### config.mk
export PLATFORM = sky130hd
export DESIGN_NAME = hyb_way_ctrl
export DESIGN_NICKNAME = d
export VERILOG_FILES = /design/src/rtl/hyb_way_pkg.sv /design/src/rtl/hyb_way_decide.sv /design/src/rtl/hyb_way_seq.sv /design/src/rtl/hyb_way_state.sv /design/src/rtl/hyb_way_ctrl.sv
export SDC_FILE = /design/constraint.sdc
export NUM_CORES = 1
export LEC_CHECK = 0
export ABC_AREA = 1
export BUFFER_PORTS_ARGS = -buffer_cell sky130_fd_sc_hd__buf_2
export CORE_AREA = 10 10 121 112
export CTS_CLUSTER_DIAMETER = 40
export DETAILED_ROUTE_END_ITERATION = 10
export DIE_AREA = 0 0 131 122
export HOLD_SLACK_MARGIN = 0.08
export PLACE_DENSITY = 0.7
export SLEW_MARGIN = 30
export SYNTH_ARGS = -nofsm -noshare
export SYNTH_HDL_FRONTEND = slang
export SYNTH_SLANG_ARGS = --single-unit
export TNS_END_PERCENT = 1
### constraint.sdc
create_clock -name clk -period 1.7 [get_ports clk]
set_clock_uncertainty 0.1 [all_clocks]
set_input_delay 0.17 -clock clk [delete_from_list [all_inputs] [get_ports clk]]
set_output_delay 0.17 -clock clk [all_outputs]
set_load 0.02 [all_outputs]
### src/rtl/hyb_way_pkg.sv
package hyb_way_pkg;

    typedef enum logic [2:0] {
        ACT_TOUCH,
        ACT_DEMOTE,
        ACT_PROMOTE,
        ACT_COOL,
        ACT_MIGRATE
    } act_e;

    typedef enum logic [1:0] {
        SEQ_IDLE,
        SEQ_WB,
        SEQ_COPY
    } seq_e;

endpackage

### src/rtl/hyb_way_decide.sv
module hyb_way_decide
    import hyb_way_pkg::*;
#(
    parameter int ADDR_W = 16,
    parameter int WAYS   = 16,
    localparam int WAY_W = $clog2(WAYS)
) (
    input  logic [ADDR_W-1:0] addr,
    input  logic              cur_lead,
    input  logic              last_lead,
    input  logic [WAY_W-1:0]  way,
    input  logic [WAYS-1:0]   valid_v,
    input  logic [WAYS-1:0]   dirty_v,
    input  logic [WAYS-1:0]   prio_v,
    input  logic [WAYS-1:0]   ref_v,
    output act_e              act,
    output logic [WAY_W-1:0]  fixed,
    output logic              need_wb
);
    // Fold two way-sized slices of the block index.
    assign fixed   = addr[WAY_W-1:0] ^ addr[2*WAY_W-1:WAY_W];
    assign need_wb = valid_v[fixed] & dirty_v[fixed];

    always_comb begin
        if (cur_lead == last_lead)
            act = ACT_TOUCH;
        else if (!cur_lead)
            act = ACT_DEMOTE;
        else if (way == fixed)
            act = ACT_PROMOTE;
        else if (valid_v[fixed] && prio_v[fixed] && ref_v[fixed])
            act = ACT_COOL;
        else
            act = ACT_MIGRATE;
    end
endmodule

### src/rtl/hyb_way_seq.sv
module hyb_way_seq
    import hyb_way_pkg::*;
#(
    parameter int WAYS   = 16,
    localparam int WAY_W = $clog2(WAYS)
) (
    input  logic             clk,
    input  logic             rst,
    input  logic             go,
    input  act_e             act,
    input  logic [WAY_W-1:0] way,
    input  logic [WAY_W-1:0] fixed,
    input  logic             need_wb,
    input  logic             wb_done,
    input  logic             cp_done,
    output logic             ready,
    output logic             wb_req,
    output logic             cp_req,
    output logic [WAY_W-1:0] src,
    output logic [WAY_W-1:0] dst,
    output logic             wb_clear,
    output logic             cp_commit
);
    seq_e st;

    assign ready     = (st == SEQ_IDLE);
    assign wb_req    = (st == SEQ_WB);
    assign cp_req    = (st == SEQ_COPY);
    assign wb_clear  = wb_req & wb_done;
    assign cp_commit = cp_req & cp_done;

    always_ff @(posedge clk) begin
        if (rst) begin
            st  <= SEQ_IDLE;
            src <= '0;
            dst <= '0;
        end else begin
            case (st)
                SEQ_IDLE: if (go && act == ACT_MIGRATE) begin
                    src <= way;
                    dst <= fixed;
                    st  <= need_wb ? SEQ_WB : SEQ_COPY;
                end
                SEQ_WB:   if (wb_done) st <= SEQ_COPY;
                SEQ_COPY: if (cp_done) st <= SEQ_IDLE;
                default:  st <= SEQ_IDLE;
            endcase
        end
    end

    AST_ONE_PHASE: assert property (@(posedge clk) disable iff (rst)
        !(wb_req && cp_req));
    AST_WB_THEN_COPY: assert property (@(posedge clk) disable iff (rst)
        wb_req && wb_done |=> cp_req && $stable(dst) && $stable(src));
    AST_COPY_HOLDS: assert property (@(posedge clk) disable iff (rst)
        cp_req && !cp_done |=> cp_req && $stable(src) && $stable(dst));
endmodule

### src/rtl/hyb_way_state.sv
module hyb_way_state
    import hyb_way_pkg::*;
#(
    parameter int WAYS   = 16,
    localparam int WAY_W = $clog2(WAYS)
) (
    input  logic             clk,
    input  logic             rst,
    input  logic             touch,
    input  act_e             act,
    input  logic [WAY_W-1:0] way,
    input  logic [WAY_W-1:0] fixed,
    input  logic             write,
    input  logic             wb_clear,
    input  logic             cp_commit,
    input  logic [WAY_W-1:0] src,
    input  logic [WAY_W-1:0] dst,
    output logic [WAYS-1:0]  valid_v,
    output logic [WAYS-1:0]  dirty_v,
    output logic [WAYS-1:0]  prio_v,
    output logic [WAYS-1:0]  ref_v
);
    always_ff @(posedge clk) begin
        if (rst) begin
            valid_v <= '0;
            dirty_v <= '0;
            prio_v  <= '0;
            ref_v   <= '0;
        end else begin
            if (touch) begin
                valid_v[way] <= 1'b1;
                ref_v[way]   <= 1'b1;
                if (write) dirty_v[way] <= 1'b1;
                case (act)
                    ACT_DEMOTE:  prio_v[way]  <= 1'b0;
                    ACT_PROMOTE: prio_v[way]  <= 1'b1;
                    ACT_COOL:    ref_v[fixed] <= 1'b0;
                    default: ;
                endcase
            end
            if (wb_clear) dirty_v[dst] <= 1'b0;
            if (cp_commit) begin
                valid_v[dst] <= 1'b1;
                prio_v[dst]  <= 1'b1;
                ref_v[dst]   <= 1'b1;
                dirty_v[dst] <= dirty_v[src];
                valid_v[src] <= 1'b0;
                prio_v[src]  <= 1'b0;
                ref_v[src]   <= 1'b0;
                dirty_v[src] <= 1'b0;
            end
        end
    end
endmodule

### src/rtl/hyb_way_ctrl.sv
module hyb_way_ctrl
    import hyb_way_pkg::*;
#(
    parameter int ADDR_W = 16,
    parameter int WAYS   = 16,
    localparam int WAY_W = $clog2(WAYS)
) (
    input  logic              clk,
    input  logic              rst,
    input  logic              req_valid,
    output logic              req_ready,
    input  logic [ADDR_W-1:0] req_addr,
    input  logic              req_cur_lead,
    input  logic              req_last_lead,
    input  logic [WAY_W-1:0]  req_way,
    input  logic              req_write,
    output logic              wb_req,
    output logic [WAY_W-1:0]  wb_way,
    input  logic              wb_done,
    output logic              cp_req,
    output logic [WAY_W-1:0]  cp_src,
    output logic [WAY_W-1:0]  cp_dst,
    input  logic              cp_done,
    output logic [WAYS-1:0]   way_valid,
    output logic [WAYS-1:0]   way_dirty,
    output logic [WAYS-1:0]   way_prio,
    output logic [WAYS-1:0]   way_ref
);
    act_e             act;
    logic [WAY_W-1:0] fixed;
    logic             need_wb;
    logic             go;
    logic             wb_clear;
    logic             cp_commit;

    assign go     = req_valid & req_ready;
    assign wb_way = cp_dst;

    hyb_way_decide #(.ADDR_W(ADDR_W), .WAYS(WAYS)) u_decide (
        .addr(req_addr), .cur_lead(req_cur_lead), .last_lead(req_last_lead),
        .way(req_way), .valid_v(way_valid), .dirty_v(way_dirty),
        .prio_v(way_prio), .ref_v(way_ref),
        .act(act), .fixed(fixed), .need_wb(need_wb)
    );

    hyb_way_seq #(.WAYS(WAYS)) u_seq (
        .clk(clk), .rst(rst), .go(go), .act(act), .way(req_way),
        .fixed(fixed), .need_wb(need_wb), .wb_done(wb_done), .cp_done(cp_done),
        .ready(req_ready), .wb_req(wb_req), .cp_req(cp_req),
        .src(cp_src), .dst(cp_dst), .wb_clear(wb_clear), .cp_commit(cp_commit)
    );

    hyb_way_state #(.WAYS(WAYS)) u_state (
        .clk(clk), .rst(rst), .touch(go), .act(act), .way(req_way),
        .fixed(fixed), .write(req_write), .wb_clear(wb_clear),
        .cp_commit(cp_commit), .src(cp_src), .dst(cp_dst),
        .valid_v(way_valid), .dirty_v(way_dirty), .prio_v(way_prio), .ref_v(way_ref)
    );

    AST_TOUCH_MARKS: assert property (@(posedge clk) disable iff (rst)
        go && (req_cur_lead == req_last_lead)
        |=> way_valid[$past(req_way)] && way_ref[$past(req_way)] && req_ready);
    AST_DEMOTE_CLEARS: assert property (@(posedge clk) disable iff (rst)
        go && req_last_lead && !req_cur_lead
        |=> !way_prio[$past(req_way)] && way_valid[$past(req_way)] && req_ready);
    AST_WB_ONLY_DIRTY: assert property (@(posedge clk) disable iff (rst)
        $rose(wb_req) |-> way_dirty[wb_way] && way_valid[wb_way]);
    AST_BUSY_NOT_READY: assert property (@(posedge clk) disable iff (rst)
        (wb_req || cp_req) |-> !req_ready);
    AST_MOVE_LANDS: assert property (@(posedge clk) disable iff (rst)
        cp_req && cp_done |=> way_valid[$past(cp_dst)] && way_prio[$past(cp_dst)]
                              && !way_valid[$past(cp_src)]);
endmodule

==> flow_metrics.py, run 1 <==
metrics = {
    "route": {
        "dr.pass1.iters": 6,
        "route.vias.total": 6534,
        "post-route-drc-count": 0,
        "vias_per_cell": 5.35,
        "postRouteAntennaNets": 0,
        "drtIter0Drc": 833,
        "wl_per_cell_um": 17.6,
        "postRouteWirelength_um": 21500,
    },
    "placed_design": {
        "place.port_buffers": 98,
        "dpl.hpwl_um": 16400,
        "gp_congestion": 1.04,
        "placed_area_sq_mm": 0.00665,
        "dp_cells": 1191,
    },
    "logic_synthesis": {
        "synth_most_common_cell": "nand2_1",
        "ys_ff_latch": 74,
        "synth_cells": 808,
        "yosysSeqAreaShare_pct": 30.4,
        "syn_nets": 837,
        "synth_top_area_share_pct": 30.4,
        "yosysWarnings": 0,
        "yosys-top-cells-count": "nand2_1 (204), inv_1 (127), nor2_1 (119), dfxtp_1 (74), a21oi_1 (53)",
        "yosys.area.top_type": "dfxtp_1",
        "synthArstFlopShare_pct": 0,
        "synth_edf_count": 0,
        "netlist-cell-type-count": 38,
        "netlist_area_sq_mm": 0.00488,
        "synth.avg_cell_area_sq_um": 6.04,
        "synth.area.top_cells": "dfxtp_1 (30%), nand2_1 (16%), inv_1 (9.8%)",
        "ys.flop_type": "dfxtp_1",
    },
    "power_and_ir_drop": {
        "vdd_drop_max_mv": 0.672,
        "p_per_area_mw_per_mm2": 797,
        "power_mw": 5.86,
        "p_leak_nw": 3.84,
    },
    "clock_tree": {
        "cts.sinks": 74,
        "clock_latency_ps": 360,
        "cts_root_buf": "clkbuf_16",
        "cts_buffers": 9,
        "htree_levels": 3,
        "path_clk_slew_ps": 70,
        "clockBufferDepth": 2,
        "cts_tree": "yes",
    },
    "die": {
        "core_area_sq_mm": 0.0112,
        "start_util_pct": 43.7,
        "ios": 107,
        "die_y_um": 122,
        "row_count": 37,
        "die_w_um": 131,
        "dieArea_sq_mm": 0.0160,
    },
    "finish": {
        "n_fill_cell": 1042,
        "multi_input_area_sq_mm": 0.00292,
        "nets": 1090,
        "diodes": 0,
        "post-route-cell-area_sq_mm": 0.00736,
        "syn2layout_area_growth_pct": 50.9,
        "layout.area.seq_sq_mm": 0.00150,
        "post-route-util_pct": 66.0,
        "final_cells": 1222,
        "drive_gt1_share_pct": 33.6,
    },
    "flow_run": {
        "cap_violations": 0,
    },
    "global_route": {
        "grt_pass1_wl_um": 32600,
        "use_met3_pct": 7.90,
        "grt_pass1_vias": 6047,
        "antenna_found_initial": 0,
        "grt_usage_pct": 26.6,
        "overflow": 0,
        "grtUsageMet1_pct": 34.6,
        "grt_use_met2_pct": 40.0,
        "grt_max_degree": 27,
        "gr-max-usage-layer": "met2",
    },
    "sta": {
        "fmax_mhz": 524,
        "slew_violations": 0,
        "min_period_ps": 1910,
        "postLayoutSetupSlackWorst_ps": -207,
        "slew_headroom_pct": 67.7,
        "grt_setup_unrepaired": "true",
        "worstMarginPinSlew_ps": 482,
        "timing.final.crit_share_pct": 112,
        "hold_viol_final": 0,
        "finalSetupViolCount": 19,
    },
    "hold_path": {
        "hp-class": "in2reg",
    },
    "status": {
        "violations": "negative setup slack",
        "status": "finished, violations left",
    },
    "worst_setup_path": {
        "required_ps": 1840,
        "worst_ep_arrival_time_ps": 2050,
        "crit_type": "reg2reg",
        "worstPathMaxFanout": 6,
        "endpoint_kind": "register",
        "r2r_slack_ps": -210,
        "cp-start-kind": "register",
    },
}
## per-layer routing
metal / wire (um) / vias to the layer above
met3: 2620 / 84
li1: - / 3121
met4: 1020 / 0
met2: 9070 / 442
met5: 0 / -
met1: 8740 / 2887
## cell families (layout without fill, tap and decap cells)
family	count (synthesis)	count (layout)	share of synthesized area, %
AND/OR/NAND/NOR	399	399	33.8
AO/OA/AOI/OAI	167	167	20.8
buffers and inverters	164	422	14.2
flip-flops	74	74	30.4
XOR/XNOR	3	3	0.693
adder cells (fa/ha/maj)	1	1	0.256
## repair_timing
item                                    4_1_cts  5_1_grt
endpoints found under the setup margin       64       74
hold buffers                                  3        0
gates cloned                                  0        1
buffers inserted                              2        9
hold endpoints to repair                      2        0
gates resized for setup                      21       64
pin swaps                                     3       16
## critical path, stage by stage, from the launching register on
cell	delay, ps
dfxtp_4	390
buf_6	130
nand2_4	100
o22ai_2	70
o21ai_1	150
nand2_1	120
nor2_4	150
buf_6	120
buf_12	100
buf_4	100
nor2_1	40
a2111oi_2	240
## registers in the layout (all words and copies together) (netlist names)
register / flops
u_seq.dst: 4
u_seq.src: 4
u_seq.st: 2
u_state.dirty_v: 16
u_state.prio_v: 16
u_state.ref_v: 16
u_state.valid_v: 16
## final cells by class
type | instances | share of cell area [%]
clock buffers | 11 | 3.43
clock inverters | 5 | 1.14
inverters | 137 | 7.32
multi-input cells | 570 | 39.7
flip-flops and latches | 74 | 20.4
well taps | 156 | 2.65
repair buffers | 268 | 25.3
repair inverters | 1 | 0.0680
## power breakdown
group          switching (mW)  leakage, nW  internal [mW]
sequential             0.0713        0.604           1.80
clock                   0.796        0.158           1.37
combinational            1.10         3.07          0.729
## stage by stage
step                TNS, ps  hold slack, ps  setup WS, ps
floorplan              -336             139         -36.0
global placement     -15640             341          -469
detailed placement   -16330             355          -465
CTS                    -877             101          -115
global route          -4740             142          -240
finish                -1380            96.9          -207
## worst paths after layout
path,from,endpoint,cells after the start
max,u_seq.src[1],u_state.dirty_v[0],11
min,req_addr[6],u_seq.dst[2],4
max reg2reg,u_seq.src[1],u_state.dirty_v[0],11
min reg2reg,u_seq.src[3],u_seq.src[3],2
## cell usage in the layout, fill, tap and decap left out, types with 9 or more instances in the layout
| master | n |
|---|---|
| buf_4 | 156 |
| inv_1 | 122 |
| a21oi_1 | 51 |
| dfxtp_1 | 63 |
| a31oi_1 | 13 |
| inv_2 | 9 |
| nor2_1 | 111 |
| nand2_1 | 195 |
| nand3_1 | 48 |
| clkbuf_16 | 9 |
| o21ai_0 | 40 |
| buf_2 | 98 |
| o21ai_1 | 11 |
| nand2_2 | 10 |
| dfxtp_2 | 9 |
Note: power is estimated with default switching activity, not from simulation.
==> inputs of run 2 (changes only) <==
==> constraint.sdc (replaced) <==
create_clock -name clk -period 1.7 [get_ports clk]
set_clock_uncertainty 0.1 [all_clocks]
set_input_delay 0.085 -clock clk [delete_from_list [all_inputs] [get_ports clk]]
set_output_delay 0.085 -clock clk [all_outputs]
set_load 0.02 [all_outputs]
==> flow_metrics.py, run 2 (synthesis results as in run 1) <==
metrics = {
    "status": {
        "status": "finished, violations left",
        "violations": "negative setup slack",
    },
    "clock_tree": {
        "post_cts_buffers": 0,
        "cts_tree": "yes",
        "cts.sinks": 74,
        "cts_root_buf": "clkbuf_16",
        "cts_buffers": 9,
        "clock_latency_ps": 350,
        "clockBufferDepth": 2,
        "path_clk_slew_ps": 60,
        "htree_levels": 3,
    },
    "finish": {
        "syn2layout_area_growth_pct": 48.4,
        "layout_commonest_cell": "nand2_1",
        "drive_gt1_share_pct": 33.6,
        "diodes": 0,
        "final_cells": 1219,
        "final_cell_mix": "nand2_1 (195), buf_4 (151), inv_1 (123), nor2_1 (110), buf_2 (98)",
        "nets": 1087,
    },
    "route": {
        "post-route-drc-count": 0,
        "postRouteAntennaNets": 0,
        "dr.pass1.iters": 6,
        "vias_per_cell": 5.42,
        "route.vias.total": 6606,
        "drtIter0Drc": 764,
        "postRouteWirelength_um": 22100,
        "wl_per_cell_um": 18.1,
    },
    "worst_setup_path": {
        "crit_type": "reg2reg",
        "cp-start-kind": "register",
        "endpoint_kind": "register",
        "worstPathMaxFanout": 5,
        "required_ps": 1850,
        "worst_ep_arrival_time_ps": 1950,
    },
    "die": {
        "row_count": 37,
        "die_w_um": 131,
        "core_area_sq_mm": 0.0112,
        "start_util_pct": 43.7,
        "dieArea_sq_mm": 0.0160,
        "ios": 107,
        "die_y_um": 122,
    },
    "global_route": {
        "overflow": 0,
        "antenna_found_initial": 0,
        "grt_usage_pct": 27.0,
        "grt_pass1_vias": 6195,
        "grt_max_degree": 27,
        "grt_pass1_wl_um": 33300,
    },
    "power_and_ir_drop": {
        "p_per_area_mw_per_mm2": 775,
        "vdd_drop_max_mv": 0.730,
        "power_mw": 5.61,
        "internal-power_mw": 3.64,
        "switching_share_pct": 35.2,
        "p_clk_share_pct": 35.4,
        "pwr-share-seq_pct": 33.4,
        "p_leak_nw": 3.80,
        "comb_power_share_pct": 31.2,
        "power_switching_mw": 1.97,
    },
    "placed_design": {
        "dp_cells": 1192,
        "gp_congestion": 1.06,
        "dpl.hpwl_um": 16500,
        "post-place-ws_ps": -450,
        "place.port_buffers": 98,
    },
    "sta": {
        "hold_viol_final": 0,
        "timing.final.crit_share_pct": 106,
        "worstMarginPinSlew_ps": 459,
        "postLayoutSetupSlackWorst_ps": -107,
        "finalSetupViolCount": 17,
        "min_period_ps": 1810,
        "fmax_mhz": 553,
        "grt_setup_unrepaired": "true",
        "slew_headroom_pct": 69.3,
        "slew_violations": 0,
    },
    "flow_run": {
        "cap_violations": 0,
    },
    "hold_path": {
        "hp-class": "in2reg",
    },
}
==> run 2: cell types whose count changed in the layout (fill, tap and decap cells not counted), moves of 3 or more <==
cell and change:
nor2_2 +4, o311ai_0 -3, o21ai_2 +3, o22ai_2 -5
dfxtp_2 +8, buf_4 -5, dfxtp_1 -8, nor2_4 -3
buf_6 -4, o22ai_1 +5, dlygate4sd3_1 +5, o21ai_1 -5
==> run 2: metrics by stage <==
stage	utilization (%)	setup TNS, ps	cell area, sq um	hold WS, ps
after floorplan	-	-336	4900	54.1
final	64.9	-1220	7240	82.6
after CTS	63.4	-796	7070	84.5
after global routing	64.9	-3700	7240	108
after detailed placement	59.5	-13960	6640	261
after global placement	59.5	-12800	6640	263
==> run 2: final cells by class <==
type / instances / area (sq um)
Clock buffer: 10 / 239
Multi-Input combinational cell: 570 / 2870
Timing Repair inverter: 3 / 17.5
Sequential cell: 74 / 1510
Timing Repair Buffer: 263 / 1810
Tap cell: 156 / 195
Inverter: 137 / 532
Clock inverter: 6 / 65.1
Fill cell: 1061 / 3920
==> run 2: worst paths after layout <==
kind | cells past startpoint | to | from | slack (ps)
worst max-delay path | 9 | u_state.dirty_v[0] | u_seq.src[0] | -110
worst min-delay path | 4 | u_seq.dst[3] | req_addr[3] | 80
worst max register to register | 9 | u_state.dirty_v[0] | u_seq.src[0] | -110
worst min register to register | 2 | u_seq.src[3] | u_seq.src[3] | 420
==> run 2: timing repair <==
action	CTS	global route
gates cloned	0	3
pin swaps	0	6
hold buffers	8	0
endpoints found under the hold margin	8	0
resized for setup	19	65
endpoints found under the setup margin	66	64
==> run 2: worst max-delay path: stages, from the launching register on <==
cell       delay, ps
dfxtp_4          390
inv_4             50
nand2_2          140
o22ai_1           90
o21ai_1          190
nand2_1          140
nor2_4           190
buf_12           140
nor2_1            50
a2111oi_2        220
==> run 2: power by group through the flow <==
stage	clock, mW	sequential [mW]	combinational (mW)
after CTS	1.99	1.87	1.62
after global placement	0	1.90	1.56
after detailed placement	0	1.90	1.57
after floorplan	0	1.97	0.750
after global routing	2.05	1.88	1.86
final	1.98	1.88	1.75
==> run 2: layer usage <==
metal  wire, um  global-route usage [%]  vias up
met5          0                       0        -
met1       9140                    35.1     2974
met2       9340                    40.7      430
li1           -                       -     3122
met3       2710                    7.47       80
met4        915                    12.2        0
==> inputs of run 3 (changes only) <==
--- a/config.mk
+++ b/config.mk
@@ -5,14 +5,13 @@
 export SDC_FILE = /design/constraint.sdc
 export NUM_CORES = 1
 export LEC_CHECK = 0
-export ABC_AREA = 1
 export BUFFER_PORTS_ARGS = -buffer_cell sky130_fd_sc_hd__buf_2
-export CORE_AREA = 10 10 121 112
+export CORE_AREA = 10 10 115 106
 export CTS_CLUSTER_DIAMETER = 40
 export DETAILED_ROUTE_END_ITERATION = 10
-export DIE_AREA = 0 0 131 122
+export DIE_AREA = 0 0 125 116
 export HOLD_SLACK_MARGIN = 0.08
-export PLACE_DENSITY = 0.7
+export PLACE_DENSITY = 0.68
 export SLEW_MARGIN = 30
 export SYNTH_ARGS = -nofsm -noshare
 export SYNTH_HDL_FRONTEND = slang
==> constraint.sdc (replaced) <==
create_clock -name clk -period 1.69 [get_ports clk]
set_clock_uncertainty 0.1 [all_clocks]
set_input_delay 0.0845 -clock clk [delete_from_list [all_inputs] [get_ports clk]]
set_output_delay 0.0845 -clock clk [all_outputs]
set_load 0.02 [all_outputs]
==> flow_metrics.py, run 3 <==
metrics = {
    "status": {
        "status": "finished, violations left",
        "violations": "negative setup slack",
    },
    "route": {
        "dr.pass1.iters": 7,
        "vias_per_cell": 6.16,
        "postRouteWirelength_um": 19600,
        "route.vias.total": 5449,
        "wl_per_cell_um": 22.1,
        "drtIter0Drc": 835,
        "post-route-drc-count": 0,
        "postRouteAntennaNets": 0,
    },
    "global_route": {
        "grt_pass1_wl_um": 29800,
        "gr-max-usage-layer": "met2",
        "use_met3_pct": 7.95,
        "grt_usage_pct": 25.9,
        "grt_use_met2_pct": 40.4,
        "antenna_found_initial": 0,
        "grt_pass1_vias": 5386,
        "overflow": 0,
        "grt_max_degree": 22,
        "grtUsageMet1_pct": 32.3,
    },
    "power_and_ir_drop": {
        "vdd_drop_max_mv": 0.472,
        "p_leak_nw": 3.09,
        "p_per_area_mw_per_mm2": 671,
    },
    "worst_setup_path": {
        "worstPathMaxFanout": 8,
        "endpoint_kind": "register",
        "cp-start-kind": "register",
        "worst_ep_arrival_time_ps": 2220,
        "required_ps": 1850,
        "r2r_slack_ps": -360,
        "crit_type": "reg2reg",
    },
    "logic_synthesis": {
        "ys_ff_latch": 74,
        "synth_top_area_share_pct": 34.3,
        "netlist-cell-type-count": 43,
        "synth_cells": 511,
        "synth.avg_cell_area_sq_um": 8.45,
        "synth.area.top_cells": "dfxtp_1 (34%), mux4_2 (8.9%), nand2_1 (6.3%)",
        "yosys.area.top_type": "dfxtp_1",
        "synth_most_common_cell": "dfxtp_1",
        "ys.flop_type": "dfxtp_1",
        "yosysSeqAreaShare_pct": 34.3,
        "syn_nets": 540,
        "synth_edf_count": 0,
        "netlist_area_sq_mm": 0.00432,
        "yosysWarnings": 0,
        "synthArstFlopShare_pct": 0,
        "yosys-top-cells-count": "dfxtp_1 (74), nand2_1 (73), o21ai_0 (46), nor2_1 (43), a21oi_1 (29)",
    },
    "die": {
        "dieArea_sq_mm": 0.0145,
        "die_y_um": 116,
        "row_count": 34,
        "die_w_um": 125,
        "start_util_pct": 44.5,
        "ios": 107,
        "core_area_sq_mm": 0.00970,
    },
    "finish": {
        "post-route-cell-area_sq_mm": 0.00668,
        "layout_commonest_cell": "buf_4",
        "final_cells": 885,
        "post-route-util_pct": 68.9,
        "n_fill_cell": 788,
        "diodes": 0,
        "syn2layout_area_growth_pct": 54.8,
        "nets": 783,
        "drive_gt1_share_pct": 50.6,
        "final_cell_mix": "buf_4 (154), buf_2 (96), nand2_1 (64), dfxtp_1 (63), o21ai_0 (45)",
    },
    "placed_design": {
        "dpl.hpwl_um": 15000,
        "placed_area_sq_mm": 0.00608,
        "place.port_buffers": 98,
        "gp_congestion": 1.00,
        "dp_cells": 860,
    },
    "sta": {
        "postLayoutSetupSlackWorst_ps": -365,
        "timing.final.crit_share_pct": 122,
        "min_period_ps": 2050,
        "grt_setup_unrepaired": "true",
        "hold_slack_ps": 85.3,
        "finalSetupViolCount": 60,
        "worstMarginPinSlew_ps": 593,
        "slew_headroom_pct": 60.3,
        "tns_ps": -13040,
        "slew_violations": 0,
        "hold_viol_final": 0,
        "fmax_mhz": 487,
    },
    "clock_tree": {
        "htree_levels": 3,
        "clock_latency_ps": 370,
        "cts_root_buf": "clkbuf_8",
        "clockBufferDepth": 2,
        "cts.sinks": 74,
        "cts_buffers": 9,
        "cts_tree": "yes",
        "path_clk_slew_ps": 90,
    },
    "hold_path": {
        "hp-class": "in2reg",
    },
    "flow_run": {
        "cap_violations": 0,
    },
}
[run 3: stage by stage]
step / power (mW) / setup WS [ps]
4_1_cts: 4.40 / -331
5_1_grt: 4.59 / -419
2_1_floorplan: 2.29 / -357
3_3_place_gp: 2.72 / -634
3_5_place_dp: 2.74 / -752
6_report: 4.49 / -365
[run 3: report_power, final]
part	total (mW)	switching [mW]	internal [mW]	leakage, nW
sequential	1.82	0.0432	1.78	0.604
clock	1.69	0.734	0.951	0.119
combinational	0.978	0.541	0.437	2.37
[run 3: cell families after synthesis]
| group | synth area share, % |
|---|---|
| compound gates | 20.3 |
| xor+xnor | 3.48 |
| fa+ha+maj | 0.290 |
| buf+inv | 4.17 |
| flops | 34.3 |
| mux | 12.8 |
| simple gates | 24.6 |
[run 3: layout make-up]
| class | count | area, sq um | share of cell area (%) |
|---|---|---|---|
| Multi-Input combinational cell | 400 | 2950 | 44.1 |
| Timing Repair Buffer | 265 | 1830 | 27.3 |
| Sequential cell | 74 | 1500 | 22.4 |
| Clock buffer | 12 | 165 | 2.47 |
| Tap cell | 126 | 158 | 2.36 |
| Clock inverter | 4 | 72.6 | 1.09 |
| Inverter | 4 | 15.0 | 0.225 |
[run 3: final timing paths]
check | from | end | depth (start not counted)
worst min register to register | u_state.valid_v[6] | u_state.valid_v[6] | 1
worst min-delay path | req_way[3] | u_seq.src[3] | 4
worst max-delay path | u_seq.src[1] | u_state.dirty_v[7] | 5
worst max register to register | u_seq.src[1] | u_state.dirty_v[7] | 5
[run 3: what timing repair did]
action                                  in CTS  in global routing
cloned                                       0                  1
hold buffers                                 3                  0
pin swaps                                    8                 14
endpoints found under the hold margin        3                  0
endpoints found under the setup margin      71                 74
gates resized for setup                     47                 47
buffers inserted                             0                  5
[run 3: routing by layer]
layer	part of all wire [%]	up-vias	wire length [um]
met2	44	421	8570
li1	-	2357	-
met5	0	-	0
met4	5.0	0	972
met1	39	2564	7730
met3	12	107	2310
[run 3: critical path, cell delays in order (launching register included)]
cell,delay (ps)
dfxtp_4,410
mux4_2,510
mux4_2,570
buf_6,190
nor2_2,110
nor3_1,60
